## src/rtl/clksel_pkg.sv

```systemverilog
package clksel_pkg;
  localparam int SRC_W  = 3;
  localparam int DIV_W  = 4;
  localparam int BUS_W  = 2;
  localparam int WAIT_W = 8;
  localparam int SLOT_W = SRC_W + DIV_W;

  // Field positions decoded by the downstream clock multiplexer.
  localparam int S1_DIV_LSB   = 0;
  localparam int S1_SRC_LSB   = 4;
  localparam int S0_DIV_LSB   = 8;
  localparam int S0_SRC_LSB   = 12;
  localparam int WAIT_LSB     = 16;
  localparam int SEL_SLOT_BIT = 0;
  localparam int SEL_BUS_LSB  = 1;

  typedef enum logic [2:0] {
    OP_NONE, OP_WAIT, OP_BUS, OP_SRC, OP_DIV, OP_FLIP
  } wr_op_e;

  typedef enum logic [2:0] {
    ST_IDLE, ST_WAIT, ST_BUS_PRE, ST_SRC, ST_DIV, ST_FLIP, ST_BUS_POST
  } seq_st_e;

  typedef struct packed {
    logic [SRC_W-1:0] src;
    logic [DIV_W-1:0] div;
    logic [BUS_W-1:0] bus;
  } clk_req_t;
endpackage

```

## src/rtl/clksel_seq.sv

```systemverilog
module clksel_seq
  import clksel_pkg::*;
(
  input  logic             clk,
  input  logic             rst,
  input  logic             req_valid,
  input  clk_req_t         req,
  input  logic [BUS_W-1:0] cur_bus,
  output logic             busy,
  output logic             done,
  output wr_op_e           wr_op,
  output clk_req_t         wr_data
);
  seq_st_e  st;
  clk_req_t hold;
  logic     bus_up, bus_dn;

  always_ff @(posedge clk) begin
    if (rst) begin
      st     <= ST_IDLE;
      done   <= 1'b0;
      hold   <= '0;
      bus_up <= 1'b0;
      bus_dn <= 1'b0;
    end else begin
      done <= 1'b0;
      case (st)
        ST_IDLE: if (req_valid) begin
          hold   <= req;
          bus_up <= (req.bus > cur_bus);
          bus_dn <= (req.bus < cur_bus);
          st     <= ST_WAIT;
        end
        ST_WAIT:    st <= bus_up ? ST_BUS_PRE : ST_SRC;
        ST_BUS_PRE: st <= ST_SRC;
        ST_SRC:     st <= ST_DIV;
        ST_DIV:     st <= ST_FLIP;
        ST_FLIP: begin
          if (bus_dn) st <= ST_BUS_POST;
          else begin
            st   <= ST_IDLE;
            done <= 1'b1;
          end
        end
        ST_BUS_POST: begin
          st   <= ST_IDLE;
          done <= 1'b1;
        end
        default: st <= ST_IDLE;
      endcase
    end
  end

  always_comb begin
    case (st)
      ST_WAIT:     wr_op = OP_WAIT;
      ST_BUS_PRE:  wr_op = OP_BUS;
      ST_SRC:      wr_op = OP_SRC;
      ST_DIV:      wr_op = OP_DIV;
      ST_FLIP:     wr_op = OP_FLIP;
      ST_BUS_POST: wr_op = OP_BUS;
      default:     wr_op = OP_NONE;
    endcase
  end

  assign busy    = (st != ST_IDLE);
  assign wr_data = hold;
endmodule

```

## src/rtl/clksel_regs.sv

```systemverilog
module clksel_regs
  import clksel_pkg::*;
#(
  parameter int                CTRL_W   = 32,
  parameter int                SEL_W    = 3,
  parameter int                WAIT_CNT = 100,
  parameter logic [CTRL_W-1:0] RST_CTRL = '0,
  parameter logic [SEL_W-1:0]  RST_SEL  = '0
) (
  input  logic              clk,
  input  logic              rst,
  input  wr_op_e            wr_op,
  input  clk_req_t          wr_data,
  output logic [CTRL_W-1:0] ctrl_q,
  output logic [SEL_W-1:0]  sel_q
);
  localparam logic [WAIT_W-1:0] WAIT_VAL = WAIT_CNT[WAIT_W-1:0];

  logic live;
  assign live = sel_q[SEL_SLOT_BIT];

  always_ff @(posedge clk) begin
    if (rst) begin
      ctrl_q <= RST_CTRL;
      sel_q  <= RST_SEL;
    end else begin
      case (wr_op)
        OP_WAIT: ctrl_q[WAIT_LSB +: WAIT_W] <= WAIT_VAL;
        OP_BUS:  sel_q[SEL_BUS_LSB +: BUS_W] <= wr_data.bus;
        OP_SRC: begin
          if (live) ctrl_q[S0_SRC_LSB +: SRC_W] <= wr_data.src;
          else      ctrl_q[S1_SRC_LSB +: SRC_W] <= wr_data.src;
        end
        OP_DIV: begin
          if (live) ctrl_q[S0_DIV_LSB +: DIV_W] <= wr_data.div;
          else      ctrl_q[S1_DIV_LSB +: DIV_W] <= wr_data.div;
        end
        OP_FLIP: sel_q[SEL_SLOT_BIT] <= ~live;
        default: ;
      endcase
    end
  end
endmodule

```

## src/rtl/clksel_view.sv

```systemverilog
module clksel_view
  import clksel_pkg::*;
(
  input  logic             slot_bit,
  input  logic [SRC_W-1:0] s0_src,
  input  logic [DIV_W-1:0] s0_div,
  input  logic [SRC_W-1:0] s1_src,
  input  logic [DIV_W-1:0] s1_div,
  output logic [SRC_W-1:0] act_src,
  output logic [DIV_W-1:0] act_div
);
  assign act_src = slot_bit ? s1_src : s0_src;
  assign act_div = slot_bit ? s1_div : s0_div;
endmodule

```

## src/rtl/clksel_sequencer.sv

```systemverilog
module clksel_sequencer
  import clksel_pkg::*;
#(
  parameter int                CTRL_W   = 32,
  parameter int                SEL_W    = 3,
  parameter int                WAIT_CNT = 100,
  parameter logic [CTRL_W-1:0] RST_CTRL = '0,
  parameter logic [SEL_W-1:0]  RST_SEL  = '0
) (
  input  logic              clk,
  input  logic              rst,
  input  logic              req_valid,
  input  logic [2:0]        req_src,
  input  logic [3:0]        req_div,
  input  logic [1:0]        req_bus,
  output logic              busy,
  output logic              done,
  output logic [CTRL_W-1:0] ctrl_reg,
  output logic [SEL_W-1:0]  sel_reg,
  output logic [2:0]        act_src,
  output logic [3:0]        act_div
);
  clk_req_t req, wr_data;
  wr_op_e   wr_op;

  assign req = '{src: req_src, div: req_div, bus: req_bus};

  clksel_seq u_seq (
    .clk(clk), .rst(rst), .req_valid(req_valid), .req(req),
    .cur_bus(sel_reg[SEL_BUS_LSB +: BUS_W]),
    .busy(busy), .done(done), .wr_op(wr_op), .wr_data(wr_data)
  );

  clksel_regs #(
    .CTRL_W(CTRL_W), .SEL_W(SEL_W), .WAIT_CNT(WAIT_CNT),
    .RST_CTRL(RST_CTRL), .RST_SEL(RST_SEL)
  ) u_regs (
    .clk(clk), .rst(rst), .wr_op(wr_op), .wr_data(wr_data),
    .ctrl_q(ctrl_reg), .sel_q(sel_reg)
  );

  clksel_view u_view (
    .slot_bit(sel_reg[SEL_SLOT_BIT]),
    .s0_src(ctrl_reg[S0_SRC_LSB +: SRC_W]),
    .s0_div(ctrl_reg[S0_DIV_LSB +: DIV_W]),
    .s1_src(ctrl_reg[S1_SRC_LSB +: SRC_W]),
    .s1_div(ctrl_reg[S1_DIV_LSB +: DIV_W]),
    .act_src(act_src), .act_div(act_div)
  );
endmodule

```

## config.mk

```make
export PLATFORM = sky130hd
export DESIGN_NAME = clksel_sequencer
export DESIGN_NICKNAME = d
export VERILOG_FILES = /design/src/rtl/clksel_pkg.sv /design/src/rtl/clksel_seq.sv /design/src/rtl/clksel_regs.sv /design/src/rtl/clksel_view.sv /design/src/rtl/clksel_sequencer.sv
export SDC_FILE = /design/constraint.sdc
export NUM_CORES = 1
export LEC_CHECK = 0
export ABC_CLOCK_PERIOD_IN_PS = 2900
export BUFFER_PORTS_ARGS = -buffer_cell sky130_fd_sc_hd__buf_2
export CORE_MARGIN = 2
export CORE_UTILIZATION = 36
export DETAILED_ROUTE_END_ITERATION = 7
export MAX_ROUTING_LAYER = met4
export SYNTH_ARGS = -nofsm -noshare
export SYNTH_HDL_FRONTEND = slang
export SYNTH_SLANG_ARGS = --single-unit
```

## constraint.sdc

```tcl
create_clock -name clk -period 2.9 [get_ports clk]
set_clock_uncertainty 0.05 [all_clocks]
set_input_delay 0.58 -clock clk [delete_from_list [all_inputs] [get_ports clk]]
set_output_delay 0.58 -clock clk [all_outputs]
set_load 0.005 [all_outputs]
```

==> impl_metrics.toml, run 1 <==
[sta]
drv_slew = 0
min_period_ns = 2.16
max-slew-margin-rel_pct = 58.1
period_share_pct = 74.5
rsz0062_at_grt = "no"
fin_tns_setup_ns = 0
hold_viol_final = 0
setup_viol = 0
fmax_ghz = 0.463
tightest_slew_ns = 0.627

[synth]
async_flop_share_pct = 0
synthTopCellsByCount = "33 x dfxtp_1, 21 x nand2_1, 21 x nor2_1, 18 x buf_4, 16 x mux2i_1"
synth_edf_count = 0
synth_cell_type_count = 31
yosysTopAreaCell = "dfxtp_1"
synth_cells = 170
postSynthAreaPerCell_um2 = 9.15
mappedNetlistArea_mm2 = 0.00156
synth-seq-cells = 33
ys_warn_count = 0
synth_ff_type = "dfxtp_1"
yosys.area.top_type_share_pct = 42.5
yosysMostFrequentCell = "dfxtp_1"
synth_area_leaders = "dfxtp_1 42%, mux2i_1 10%, buf_4 8.7%"
yosysSeqAreaShare_pct = 42.5

[floorplanning]
fp.dieH_um = 69.7
fp.dieW_um = 69.7
core_mm2 = 0.00409
ios = 56
start_util_pct = 38.1
rows = 23
dieArea_mm2 = 0.00486

[clock_network]
postCtsSetupBuffers = 0
cts_root_buffer = "clkbuf_8"
cts_buffer_depth = 2
clkTransAtPathRegs_ns = 0.07
post_cts_resized = 0
htreeDepth = 2
cts_tree = "done"
numCtsBuffers = 5
clock_latency_ns = 0.28
hold_buffers = 0
numClockSinks = 33

[worst_setup_path]
cp-start-kind = "flip-flop"
critical_path_class = "reg -> out"
worst_ep_required_time_ns = 2.27
arrival_ns = 1.53
cpMaxStageDelayCell = "dfxtp_1"
crit_chain = "mux2_2 -> buf_2"
cpPeakStageDelay_ns = 0.72
crit_path_end_kind = "output port"
worst-path-max-fanout = 13

[power_and_ir_drop]
vdd_ir_drop_max_mv = 0.274
p_sw_uw = 280
cellPowerDensity_mw_per_mm2 = 611
p_comb_share_pct = 13.1
power.leakage_uw = 0.000856
power_frac_clock_pct = 39.9
power_uw = 1110
p_int_uw = 831
seqPwrFrac_pct = 46.9
p_sw_share_pct = 25.2

[detailed_routing]
avgViaCountPerCell = 4.54
drtPass1Iterations = 4
drtIter0Drc = 30
drc = 0
finalWirelength_um = 2930
ant_nets = 0
vias = 1162
drt-wirelength-per-cell_um = 11.4

[final_layout]
synthToLayoutAreaGrowth_pct = 17.0
nNetsFinal = 219
final_core_util_pct = 44.5
fillers = 443
drive_above_1_share_pct = 29.1
antenna_cells = 0
fin_area_mm2 = 0.00182
final_cell_count_no_fill = 256

[placement]
gp_congestion = 0.681
io_buffers = 40
dpl-instance-area_mm2 = 0.00170
place_hpwl_um = 1990
place_inst = 248

[global_routing]
overflow = 0
grt_max_degree = 34
grt_pass1_vias = 1073
grt_pass1_wl_um = 4870
antenna_found_initial = 0
globalRouteTotalUtil_pct = 13.0

[run_status]
outcome = "finished clean"

[hold_path]
hold_path.class = "reg -> reg"

[run]
cap_viol_max_count = 0
area by class of cell:
class / count / area, um^2 / area share (%)
Clock buffer: 7 / 86.3 / 4.75
Clock inverter: 1 / 30.0 / 1.65
Inverter: 4 / 15.0 / 0.825
Multi-Input combinational cell: 119 / 749 / 41.2
Sequential cell: 33 / 661 / 36.3
Tap cell: 50 / 62.6 / 3.44
Timing Repair Buffer: 42 / 215 / 11.8
worst paths after layout:
path                        start           end  slack [ns]  cells after the start
hold / removal       u_seq.bus_up  u_seq.bus_up        0.40                      2
setup reg to reg      u_seq.st[0]  u_seq.bus_up        1.05                      3
hold reg to reg      u_seq.bus_up  u_seq.bus_up        0.40                      2
setup / recovery  u_regs.sel_q[0]    act_div[1]        0.74                      2
worst max-delay path: cells and delay by family, from the launching register on:
kind	cells	cell delay, ns
buf+inv	1	0.12
flops	1	0.72
mux	1	0.40
layer usage:
layer,part of all wire (%),vias up,routed length (um),global-route usage (%)
met2,47,32,1380,20.1
li1,-,604,-,-
met5,0,-,0,-
met1,47,524,1380,15.2
met3,5.1,2,149,5.09
met4,0.48,0,14,5.13
state kept, by name, indices dropped and copies added (netlist names):
signal         flops
u_seq.bus_up       1
u_seq.bus_dn       1
u_seq.wr_data      9
u_seq.done         1
u_regs.ctrl_q     15
u_regs.sel_q       3
u_seq.st           3
cell usage in the layout, fill, tap and decap left out, drive strengths merged:
master and count:
a21o 1, a21oi 12, a221o 1, a31oi 2
and3b 2, and4bb 1, buf 42, bufinv 1
clkbuf 7, conb 15, dfxtp 33, ha 2
inv 4, mux2 7, mux2i 16, nand2 21
nand2b 4, nand3 2, nand3b 1, nand4b 1
nor2 21, nor4b 2, nor4bb 1, o21ai 2
o21ba 1, or3 2, or4b 1, xor2 1
cell families after synthesis:
kind of cell             synth area share [%]
AO/OA/AOI/OAI                            7.08
XOR/XNOR                                0.563
adder cells (fa/ha/maj)                  1.61
buffers and inverters                    12.7
flip-flops                               42.5
multiplexers                             15.4
other                                   0.241
AND/OR/NAND/NOR                          20.0
stage by stage:
stage | hold slack [ns] | setup slack (ns)
after detailed placement | 0.394 | 0.950
after CTS | 0.402 | 0.706
after global placement | 0.392 | 0.965
final | 0.403 | 0.740
after floorplan | 0.378 | 1.34
after global routing | 0.418 | 0.641
power by group through the flow:
stage | Clock [uW] | Sequential (uW) | Combinational (uW)
2_1_floorplan | 0 | 510 | 147
3_3_place_gp | 0 | 532 | 146
3_5_place_dp | 0 | 532 | 147
4_1_cts | 457 | 522 | 148
5_1_grt | 475 | 528 | 164
6_report | 444 | 521 | 146
(Power assumes the default switching activity.)
==> inputs of run 2 (changes only) <==
--- a/config.mk
+++ b/config.mk
@@ -5,7 +5,7 @@
 export SDC_FILE = /design/constraint.sdc
 export NUM_CORES = 1
 export LEC_CHECK = 0
-export ABC_CLOCK_PERIOD_IN_PS = 2900
+export ABC_CLOCK_PERIOD_IN_PS = 2200
 export BUFFER_PORTS_ARGS = -buffer_cell sky130_fd_sc_hd__buf_2
 export CORE_MARGIN = 2
 export CORE_UTILIZATION = 36
==> constraint.sdc (replaced) <==
create_clock -name clk -period 2.2 [get_ports clk]
set_clock_uncertainty 0.05 [all_clocks]
set_input_delay 0.44 -clock clk [delete_from_list [all_inputs] [get_ports clk]]
set_output_delay 0.44 -clock clk [all_outputs]
set_load 0.005 [all_outputs]
==> run 2 against run 1 <==
Worst setup slack got worse by 0.54 ns. Non-clock buffer count rose by 4. Design area did not move. Core utilization is the same. Die area did not move. Critical endpoint is now act_src[2]. Flip-flop and latch count unchanged. Final cell count increased by 1.6%.
==> impl_metrics.toml, run 2 (synthesis results as in run 1) <==
[global_routing]
grt_pass1_wl_um = 4920
grt_max_degree = 34
globalRouteTotalUtil_pct = 13.3
antenna_found_initial = 0
overflow = 0
grt_pass1_vias = 1071

[worst_setup_path]
worstSetupStartpoint = "u_regs.sel_q[0]"
cpPeakStageDelay_ns = 0.71
rr_endpoint = "u_regs.ctrl_q[11]"
worst_ep_required_time_ns = 1.71
crit_chain = "mux2_2 -> buf_2"
arrival_ns = 1.51
path_buf_inv = 1
reg2reg_from = "u_regs.sel_q[0]"
cpMaxStageDelayCell = "dfxtp_1"
critPathTopFamily = "flip-flops"
critical_path_class = "reg -> out"
worst-path-max-fanout = 13
reg2reg_slack_ns = 0.50
crit_path_end_kind = "output port"
reg2regPathDepth = 4
cp-start-kind = "flip-flop"

[floorplanning]
dieArea_mm2 = 0.00486
core_mm2 = 0.00409
fp.dieW_um = 69.7
ios = 56
fp.dieH_um = 69.7
start_util_pct = 38.1
rows = 23

[detailed_routing]
drc = 0
vias = 1210
avgViaCountPerCell = 4.65
drt-wirelength-per-cell_um = 11.6
drtIter0Drc = 46
drtPass1Iterations = 4
ant_nets = 0
finalWirelength_um = 3000

[placement]
place_hpwl_um = 2030
gp_congestion = 0.692
place_inst = 252
io_buffers = 40

[power_and_ir_drop]
vdd_ir_drop_max_mv = 0.434
cellPowerDensity_mw_per_mm2 = 738
power.leakage_uw = 0.000862
power_uw = 1340

[clock_network]
postCtsSetupBuffers = 0
post_cts_resized = 0
htreeDepth = 2
clock_latency_ns = 0.28
numClockSinks = 33
hold_buffers = 0
cts_buffer_depth = 2
numCtsBuffers = 5
cts_root_buffer = "clkbuf_8"
cts_tree = "done"
clkTransAtPathRegs_ns = 0.07

[sta]
hold_viol_final = 0
tightest_slew_ns = 0.602
period_share_pct = 91.1
setup_viol = 0
drv_slew = 0
fmax_ghz = 0.499
rsz0062_at_grt = "no"
max-slew-margin-rel_pct = 59.8
min_period_ns = 2.00
fin_tns_setup_ns = 0

[final_layout]
final_cell_count_no_fill = 260
final_common_cell = "buf_2"
antenna_cells = 0
drive_above_1_share_pct = 31.0
synthToLayoutAreaGrowth_pct = 17.0
largest_register = "u_regs.ctrl_q"
final_cell_mix = "40 x buf_2, 33 x dfxtp_1, 21 x nand2_1, 21 x nor2_1, 16 x mux2i_1"
final_core_util_pct = 44.5
largest_reg_flops = 15
nNetsFinal = 223

[hold_path]
hold_end = "u_seq.wr_data[7]"
hold_start = "req_src[1]"
hold_depth = 3
hold_path.class = "in -> reg"

[run_status]
outcome = "finished clean"

[run]
cap_viol_max_count = 0
## run 2: changes by cell type in the layout (fill, tap and decap cells not counted), sizes merged
cell      delta
clkinv       +2
buf          +4
clkinvlp     +1
clkbuf       -2
bufinv       -1
## run 2: through the flow
step / cell area, um^2 / worst slack (ns) / hold slack (ns)
floorplan: 1610 / 0.781 / 0.378
global placement: 1730 / 0.496 / 0.392
detailed placement: 1730 / 0.478 / 0.399
CTS: 1820 / 0.158 / 0.337
global route: 1820 / 0.0977 / 0.331
finish: 1820 / 0.196 / 0.340
## run 2: routing by layer
| metal | vias to the layer above | track usage [%] | wire length (um) |
|---|---|---|---|
| met5 | - | - | 0 |
| met1 | 549 | 16.4 | 1420 |
| met4 | 0 | 7.05 | 60 |
| met2 | 42 | 20.2 | 1360 |
| li1 | 612 | - | - |
| met3 | 7 | 3.05 | 166 |
## run 2: worst max path at each step
stage	endpoint	slack (ns)	cells past startpoint
after floorplan	u_seq.bus_dn	0.78	4
after global placement	act_div[1]	0.50	2
after detailed placement	act_src[2]	0.48	2
after CTS	act_src[2]	0.16	2
after global routing	act_src[2]	0.1	2
final	act_src[2]	0.20	2
## run 2: worst min-delay path, stage by stage
cell     delay (ns)
buf_2          0.10
nand2_1        0.05
a21oi_1        0.05
## run 2: area by class of cell
cell class / count / area (um^2)
clock buffer: 5 / 68.8
clock inverter: 3 / 17.5
fill: 420 / 2270
inverter: 4 / 15.0
multi-input combinational: 119 / 749
sequential: 33 / 661
tap: 50 / 62.6
timing repair buffer: 46 / 245
## run 2: report_power, final
part           leakage, uW  internal [uW]  switching (uW)
Sequential        0.000268            634            23.5
Combinational     0.000550            106             135
Clock            0.0000439            218             225
==> inputs of run 3 (changes only) <==
--- a/config.mk
+++ b/config.mk
@@ -5,12 +5,16 @@
 export SDC_FILE = /design/constraint.sdc
 export NUM_CORES = 1
 export LEC_CHECK = 0
+export ABC_AREA = 1
 export ABC_CLOCK_PERIOD_IN_PS = 2200
 export BUFFER_PORTS_ARGS = -buffer_cell sky130_fd_sc_hd__buf_2
+export CELL_PAD_IN_SITES_DETAIL_PLACEMENT = 2
+export CELL_PAD_IN_SITES_GLOBAL_PLACEMENT = 2
 export CORE_MARGIN = 2
-export CORE_UTILIZATION = 36
+export CORE_UTILIZATION = 25
 export DETAILED_ROUTE_END_ITERATION = 7
 export MAX_ROUTING_LAYER = met4
+export PLACE_DENSITY_LB_ADDON = 0.1
 export SYNTH_ARGS = -nofsm -noshare
 export SYNTH_HDL_FRONTEND = slang
 export SYNTH_SLANG_ARGS = --single-unit
==> run 3 against run 2 <==
Die area rose by 51%. Combinational power rose by 7%. Final cell count rose by 43%. Worst hold slack got worse by 0.0097 ns. Area after synthesis rose by 7.6%. Non-clock buffer count fell by 1. Sequential power rose by 3.2%. Critical path depth rose by 2. Design area rose by 6.8%. Clock power rose by 0.9%. Core utilization fell by 14 points. Via count rose by 31%.
==> impl_metrics.toml, run 3 <==
[final_layout]
fillers = 825
fin_area_mm2 = 0.00194
largest_register = "u_regs.ctrl_q"
final_core_util_pct = 30.3
final_cell_mix = "69 x nand2_1, 53 x nor2_1, 40 x buf_2"
synthToLayoutAreaGrowth_pct = 16.2
final_common_cell = "nand2_1"
antenna_cells = 0
drive_above_1_share_pct = 18.0
nNetsFinal = 308
largest_reg_flops = 15

[worst_setup_path]
arrival_ns = 1.29
cpPeakStageDelay_ns = 0.51
critical_path_class = "reg -> out"
worst-path-max-fanout = 9
worstSetupStartpoint = "u_regs.sel_q[0]"
reg2regPathDepth = 6
cpMaxStageDelayCell = "dfxtp_1"
crit_path_end_kind = "output port"
worst_ep_required_time_ns = 1.71
reg2reg_from = "u_regs.sel_q[0]"
crit_chain = "buf_4 -> nand2_1 -> o21ai_0 -> buf_2"
cp-start-kind = "flip-flop"
path_buf_inv = 2
critPathTopFamily = "flip-flops"
cp.depth = 4

[clock_network]
cts_tree = "done"
postCtsSetupBuffers = 0
numClockSinks = 33
cts_root_buffer = "clkbuf_8"
clock_latency_ns = 0.28
clkTransAtPathRegs_ns = 0.07
htreeDepth = 2
hold_buffers = 0
numCtsBuffers = 5
post_cts_resized = 0
cts_buffer_depth = 2

[detailed_routing]
avgViaCountPerCell = 4.25
finalWirelength_um = 4410
ant_nets = 0
drc = 0
drtPass1Iterations = 6
drtIter0Drc = 60
vias = 1580
drt-wirelength-per-cell_um = 11.9

[sta]
rsz0062_at_grt = "no"
period_share_pct = 81.0
fin_tns_setup_ns = 0
setup_viol = 0
fmax_ghz = 0.561
hold_viol_final = 0
drv_slew = 0
min_period_ns = 1.78
setup_slack_ns = 0.419

[global_routing]
grt_pass1_wl_um = 7680
globalRouteTotalUtil_pct = 13.8
grt_pass1_vias = 1618
grt_max_degree = 23
antenna_found_initial = 0
overflow = 0

[power_and_ir_drop]
power_uw = 1380
vdd_ir_drop_max_mv = 0.176
cellPowerDensity_mw_per_mm2 = 712
power.leakage_uw = 0.00108

[placement]
dp_slack_ns = 0.652
gp_congestion = 0.734
dpl-instance-area_mm2 = 0.00186
place_hpwl_um = 3370
io_buffers = 40

[synth]
synth_ff_type = "dfxtp_1"
yosysTopAreaCell = "dfxtp_1"
yosysSeqAreaShare_pct = 39.5
synth_area_leaders = "dfxtp_1 39%, nand2_1 15%, nor2_1 12%"
synth_edf_count = 0
yosys.area.top_type_share_pct = 39.5
postSynthAreaPerCell_um2 = 6.56
synth-seq-cells = 33
yosysMostFrequentCell = "nand2_1"
synthTopCellsByCount = "69 x nand2_1, 53 x nor2_1, 36 x inv_1, 33 x dfxtp_1, 19 x buf_4"
ys_warn_count = 0
synth_cells = 255
synth_cell_type_count = 18
async_flop_share_pct = 0
mappedNetlistArea_mm2 = 0.00167

[floorplanning]
fp.dieH_um = 85.8
rows = 29
dieArea_mm2 = 0.00736
core_mm2 = 0.00642
fp.dieW_um = 85.8
ios = 56
start_util_pct = 26.0

[hold_path]
hold_start = "req_div[0]"
hold_path.class = "in -> reg"
hold_depth = 3

[run]
cap_viol_max_count = 0

[run_status]
outcome = "finished clean"
## run 3: cell count changes after synthesis, sizes merged, moves of 4 or more
cell | previous run | this run
nand2 | 21 | 69
nor2 | 21 | 55
inv | 4 | 36
mux2i | 16 | 0
nand3 | 2 | 13
mux2 | 7 | 0
o21ai | 2 | 9
a21oi | 12 | 7
nand2b | 4 | 0
## run 3: per-stage QoR
step | std cells | hold WS (ns)
after floorplan | 269 | 0.379
after global placement | 364 | 0.397
after detailed placement | 364 | 0.406
after CTS | 372 | 0.323
after global routing | 372 | 0.329
final | 372 | 0.331
## run 3: tightest hold or removal path: stages
cell and delay (ns):
buf_2 0.07, nor2_1 0.03, nor2_1 0.08
## run 3: where the power goes
group,total [uW],leakage (uW),internal [uW],switching [uW]
Sequential,679,0.000269,647,31.7
Clock,447,0.0000395,225,222
Combinational,258,0.000768,92.5,166
## run 3: routing by layer
| layer | vias up | track usage [%] | share of wire (%) | wire length [um] |
|---|---|---|---|---|
| met5 | - | - | 0 | 0 |
| met4 | 0 | 4.76 | 1.7 | 74 |
| met3 | 8 | 3.56 | 4.4 | 194 |
| met2 | 37 | 22.3 | 47 | 2080 |
| met1 | 731 | 16.8 | 47 | 2060 |
| li1 | 804 | - | - | - |
## run 3: cell families (layout without fill, tap and decap cells)
group / Yosys count / in the layout / share of synthesized area, %
AOI/OAI and AO/OA: 17 / 17 / 5.24
buffers and inverters: 63 / 89 / 19.8
other: 1 / 15 / 0.224
and+or+nand+nor: 139 / 139 / 33.7
DFF: 33 / 33 / 39.5
adders and majority gates: 2 / 2 / 1.50
## run 3: final timing paths
kind / to / slack [ns]
hold reg to reg: u_regs.sel_q[1] / 0.42
setup reg to reg: u_regs.ctrl_q[2] / 0.67
hold / removal: u_seq.wr_data[2] / 0.33
setup / recovery: act_div[0] / 0.42
## run 3: area by class of cell
type	count	area, um^2	area share, %
inverters	36	135	6.95
flip-flops and latches	33	661	34.0
multi-input cells	173	733	37.7
repair buffers	45	238	12.2
well taps	77	96.3	4.96
clock buffers	8	80.1	4.12
